$ cat config.mk
export PLATFORM = sky130hd
export DESIGN_NAME = userPageGuard
export DESIGN_NICKNAME = d
export VERILOG_FILES = /design/src/rtl/upgPkg.sv /design/src/rtl/upgCtrl.sv /design/src/rtl/upgData.sv /design/src/rtl/userPageGuard.sv
export SDC_FILE = /design/constraint.sdc
export NUM_CORES = 1
export LEC_CHECK = 0
export ABC_AREA = 1
export BUFFER_PORTS_ARGS = -buffer_cell sky130_fd_sc_hd__buf_2
export CORE_AREA = 2 2 39 41
export CTS_CLUSTER_DIAMETER = 120
export DETAILED_ROUTE_END_ITERATION = 7
export DIE_AREA = 0 0 41 43
export PLACE_DENSITY = 0.56
export SYNTH_ARGS = -nofsm -noshare
export SYNTH_HDL_FRONTEND = slang
export SYNTH_HIERARCHICAL = 1
export SYNTH_SLANG_ARGS = --single-unit
$ cat constraint.sdc
create_clock -name clk -period 1.2 [get_ports clk]
set_clock_uncertainty 0.15 [all_clocks]
set_input_delay 0.24 -clock clk [delete_from_list [all_inputs] [get_ports clk]]
set_output_delay 0.24 -clock clk [all_outputs]
set_load 0.02 [all_outputs]
$ cat src/rtl/upgPkg.sv
package upgPkg;

  typedef enum logic [1:0] {
    PRIV_USER  = 2'b00,
    PRIV_SUPER = 2'b01,
    PRIV_RSVD  = 2'b10,
    PRIV_MACH  = 2'b11
  } privLevel_t;

  typedef enum logic [1:0] {
    ACC_LOAD   = 2'b00,
    ACC_STORE  = 2'b01,
    ACC_FETCH  = 2'b10,
    ACC_STORE2 = 2'b11
  } accKind_t;

  // Strobes sent from the control decoder to the datapath
  typedef struct packed {
    logic checkOn;   // valid access with paging active
    logic useSaved;  // effective privilege comes from the saved field
    logic isFetch;
    logic isStore;
    logic openEff;   // open bit after the build option is applied
  } upgStrobes_t;

endpackage

$ cat src/rtl/upgCtrl.sv
module upgCtrl
  import upgPkg::*;
#(
  parameter bit HAS_SMODE = 1'b1
) (
  input  logic [1:0]  curPriv,
  input  logic        modPrivEn,
  input  logic        userOpen,
  input  logic        pagingOn,
  input  logic        accValid,
  input  logic [1:0]  accType,
  output upgStrobes_t strobes
);

  logic fetchAcc;
  logic machNow;

  assign fetchAcc = (accType == ACC_FETCH);
  assign machNow  = (curPriv == PRIV_MACH);

  always_comb begin
    strobes.checkOn  = accValid & pagingOn;
    strobes.isFetch  = fetchAcc;
    strobes.isStore  = accType[0];
    strobes.useSaved = machNow & modPrivEn & ~fetchAcc;
  end

  generate
    if (HAS_SMODE) begin : gOpenLive
      always_comb strobes.openEff = userOpen;
    end else begin : gOpenTied
      logic unusedOpen;
      assign unusedOpen = userOpen;
      always_comb strobes.openEff = 1'b0;
    end
  endgenerate

endmodule

$ cat src/rtl/upgData.sv
module upgData
  import upgPkg::*;
#(
  parameter int CAUSE_W     = 5,
  parameter int CAUSE_LOAD  = 13,
  parameter int CAUSE_STORE = 15,
  parameter int CAUSE_FETCH = 12
) (
  input  logic               clk,
  input  logic               rstN,
  input  upgStrobes_t        strobes,
  input  logic               accValid,
  input  logic [1:0]         curPriv,
  input  logic [1:0]         prevPriv,
  input  logic               pageUserBit,
  output logic               grant,
  output logic               faultValid,
  output logic [CAUSE_W-1:0] faultCause
);

  localparam logic [CAUSE_W-1:0] C_LOAD  = CAUSE_W'(CAUSE_LOAD);
  localparam logic [CAUSE_W-1:0] C_STORE = CAUSE_W'(CAUSE_STORE);
  localparam logic [CAUSE_W-1:0] C_FETCH = CAUSE_W'(CAUSE_FETCH);

  logic [1:0]         rawPriv;
  privLevel_t         effPriv;
  logic               deny;
  logic [CAUSE_W-1:0] causeNext;

  assign rawPriv = strobes.useSaved ? prevPriv : curPriv;

  always_comb begin
    case (rawPriv)
      2'b01:   effPriv = PRIV_SUPER;
      2'b11:   effPriv = PRIV_MACH;
      default: effPriv = PRIV_USER;  // 00 and reserved 10
    endcase
  end

  always_comb begin
    deny = 1'b0;
    if (strobes.checkOn) begin
      unique case (effPriv)
        PRIV_SUPER: deny = pageUserBit & ~strobes.openEff;
        PRIV_USER:  deny = ~pageUserBit;
        default:    deny = 1'b0;
      endcase
    end
  end

  assign grant = accValid & ~deny;

  always_comb begin
    if (strobes.isFetch)      causeNext = C_FETCH;
    else if (strobes.isStore) causeNext = C_STORE;
    else                      causeNext = C_LOAD;
  end

  always_ff @(posedge clk) begin
    if (!rstN) begin
      faultValid <= 1'b0;
      faultCause <= '0;
    end else begin
      faultValid <= deny;
      faultCause <= deny ? causeNext : '0;
    end
  end

endmodule

$ cat src/rtl/userPageGuard.sv
module userPageGuard
  import upgPkg::*;
#(
  parameter bit HAS_SMODE   = 1'b1,
  parameter int CAUSE_W     = 5,
  parameter int CAUSE_LOAD  = 13,
  parameter int CAUSE_STORE = 15,
  parameter int CAUSE_FETCH = 12
) (
  input  logic               clk,
  input  logic               rstN,
  input  logic [1:0]         curPriv,
  input  logic               modPrivEn,
  input  logic [1:0]         prevPriv,
  input  logic               userOpen,
  input  logic               pagingOn,
  input  logic               pageUserBit,
  input  logic               accValid,
  input  logic [1:0]         accType,
  output logic               grant,
  output logic               faultValid,
  output logic [CAUSE_W-1:0] faultCause
);

  upgStrobes_t strobes;

  upgCtrl #(.HAS_SMODE(HAS_SMODE)) uCtrl (
    .curPriv  (curPriv),
    .modPrivEn(modPrivEn),
    .userOpen (userOpen),
    .pagingOn (pagingOn),
    .accValid (accValid),
    .accType  (accType),
    .strobes  (strobes)
  );

  upgData #(
    .CAUSE_W    (CAUSE_W),
    .CAUSE_LOAD (CAUSE_LOAD),
    .CAUSE_STORE(CAUSE_STORE),
    .CAUSE_FETCH(CAUSE_FETCH)
  ) uData (
    .clk        (clk),
    .rstN       (rstN),
    .strobes    (strobes),
    .accValid   (accValid),
    .curPriv    (curPriv),
    .prevPriv   (prevPriv),
    .pageUserBit(pageUserBit),
    .grant      (grant),
    .faultValid (faultValid),
    .faultCause (faultCause)
  );

endmodule

==> summary by stage <==
Run status
The run finished, with violations left. The checks that failed: negative setup slack.

Power and ir drop
Of the total power, the clock network draws 0.381. The net switching share of the total power is 0.259. VDD sags by at most 171 uV.

In this run the power density over the cells is ~860 nW/um2. The share of total power dissipated in sequential elements is 0.326. In this run the power spent charging and discharging nets is ~0.00011 W. Cell internal power was estimated by the tool at 0.000314 W. The static leakage power is 0.278 nW. Total power for the finished layout comes to 0.000423 W.

Of the total power, combinational logic draws 0.293.

Drt
The first detailed-routing pass took 2 iterations. The routed layout has 297 vias. In this run the remaining antenna-violating nets after routing total 0.

The detailed router finished its first iteration with 2 violations. After detailed routing, the average wire length per cell comes to 7.14 um. For this block, the routed nets add up to ~560 um of wire. For this run, design rule violations remaining after detail routing come to 0. The per-cell via count in the routed design is 3.76.

Setup path
Traced cell by cell, the critical path runs through buf_6, inv_4, nor2_4, nor2_4, nand2_1, nand2_1, nand2_2, a21boi_4, buf_6. On the worst path, the slowest cell contributes a delay of 150 ps. The critical path is of the in -> out type. The slowest cell on the critical path is a21boi_4. The data arrival at the endpoint of the critical path is 1080 ps. The worst setup path is captured at an output pin. The buffering stage count on the worst path with inverters included is 3. The worst setup path is launched from an input port. The maximum fanout along the worst path is 3. On the critical path the largest part of the delay comes from simple AND/OR/NAND/NOR gates. The required time of the critical path is approximately 800 ps.

Synthesis
The proportion of synthesized flip-flops having asynchronous set or reset is 0. Synthesis produced 39 cells. The library cell occupying the most area in the post-synthesis netlist is dfxtp_1. The synthesized design contains 4 register bits.

The most instantiated flip-flop cell in the synthesis netlist is dfxtp_1. The cell area after synthesis is 251 um2. The synthesis warning total is 6. The total nets after synthesis is 52.

Yosys attributes the largest share of cell area to dfxtp_1, buf_4, nand2_1. The share of the Yosys chip area taken by registers is 0.318. The commonest cells after synthesis are nand2_1, inv_1, buf_4, nor2_1, dfxtp_1. After synthesis, the netlist uses 12 different library cells. Of the post-synthesis cell area, the dominant cell type holds 0.318. The most instantiated library cell after synthesis is nand2_1. The per-instance average area after synthesis is 6.45 um2.

In this run, synthesis inferred 0 flip-flops with an integrated enable.

Finish
The share of cells above drive strength 1 is 0.714. Fill cells in the final layout number 149. The area overhead of the layout relative to synthesis is 96.5%. The number of nets in the finished design is 78. The count of inserted antenna diode cells is 0.

STA
The accumulated negative setup slack is -265 ps. Setup slack on the critical path of the routed design comes to -265 ps. The number of failing setup endpoints in the final timing report is 1. The final critical path time including I/O delays and setup is 1470 ps. The maximum clock frequency is 0.682 GHz. The number of endpoints with negative hold slack in the final report is 0. Setup repair after global routing could not meet its margin everywhere.

The total count of max-transition violations in the final report came to 0. The post-route fraction of the period consumed by the critical path is 1.22.

Clocking
The buffer type at the clock tree root is clkbuf_4. The clock net in this run drives a total of 4 sinks. No sink is reached through more buffers than the 2 on the longest clock path.

TritonCTS created 3 clock buffers. After clock tree synthesis, the clock-pin slew on the worst setup and hold paths is 40 ps. The H-tree depth reported by CTS is 1. The clock tree from TritonCTS is built.

Die
The I/O pin count is 20. The die covers 1760 um2. The region available for standard cell placement spans 1380 um2. The die boundary width is just over 40 um. For this configuration, the core starts out at a cell density of 0.182. The total number of placement rows is 14. In this run the vertical extent of the chip is 43 um.

GRT
The initial antenna violation count is 0. The total congestion overflow after global routing is 0. The via count of the first global-routing pass came to just under 300. The largest net degree at the start of global routing is 4.

The first global-routing pass estimated between 900 and 1000 um of wire. The overall track demand over capacity in global routing is 0.0789.

Place
The post-detailed-placement half-perimeter wirelength is 444 um. The port buffer count is 18. At the end of routability-driven placement, the weighted congestion stood at approximately 0.65. The worst slack at placement is -377 ps.

Flow run
Across the run, the number of max-cap violations was 0.

Worst hold path
The class of the tightest hold or removal check is in -> reg.
## through the flow
step                instance area (um2)  cells  hold WS (ps)   util
floorplan                           265     39           241      -
global placement                    390     75           340  0.282
detailed placement                  390     75           341  0.282
CTS                                 485     80          98.1  0.351
global route                        494     79           125  0.357
finish                              494     79           106  0.357
## repair_timing
action / 4_1_cts / 5_1_grt
gates resized for setup: 13 / 7
pin swaps: 6 / 2
setup buffers: 2 / 0
hold buffers: 0 / 0
endpoints found under the setup margin: 1 / 5
## state kept, by name, indices dropped and copies added (netlist names)
name	cells
uData/faultCause	3
uData/faultValid	1
## final timing paths
kind | start | end | slack [ps] | depth (start not counted)
min | rstN | uData/faultValid | 110 | 3
max | accType[1] | grant | -270 | 9
## power by group through the flow
stage / Combinational [W] / Sequential (W) / Clock, W
2_1_floorplan: 0.0000517 / 0.000145 / 0
5_1_grt: 0.000136 / 0.000138 / 0.000182
3_5_place_dp: 0.0000951 / 0.000140 / 0
3_3_place_gp: 0.0000942 / 0.000140 / 0
4_1_cts: 0.000122 / 0.000138 / 0.000171
6_report: 0.000124 / 0.000138 / 0.000161
## logic make-up (layout without fill, tap and decap cells)
group                  count (synthesis)  in the layout  synth area share
AOI/OAI and AO/OA                      1              1            0.0299
buffers and inverters                 13             37             0.269
DFF                                    4              4             0.318
other                                  1              1            0.0149
and+or+nand+nor                       20             20             0.368
## layout by cell type (no fill, tap or decap), types with 2 or more instances in the layout
cell       n
nand2_1    5
nand3_2    3
dfxtp_1    4
buf_2     13
clkbuf_4   3
buf_6      5
inv_2      3
inv_1      4
buf_4      8
nor2_1     4
nand2_2    4
nor2_4     2
## metal layers
layer / track usage / vias up / part of all wire
met5: 0 / - / 0
li1: - / 155 / -
met1: 0.0791 / 130 / 0.37
met3: 0.0157 / 0 / 0.082
met4: 0.0600 / 0 / 0
met2: 0.131 / 12 / 0.55
## layout make-up
cell class,count,area (um2),area share
inverters,8,32.5,0.0658
clock buffers,3,22.5,0.0456
well taps,16,20.0,0.0405
multi-input cells,22,158,0.319
flip-flops and latches,4,80.1,0.162
repair buffers,26,181,0.367
(Power assumes the default switching activity.)
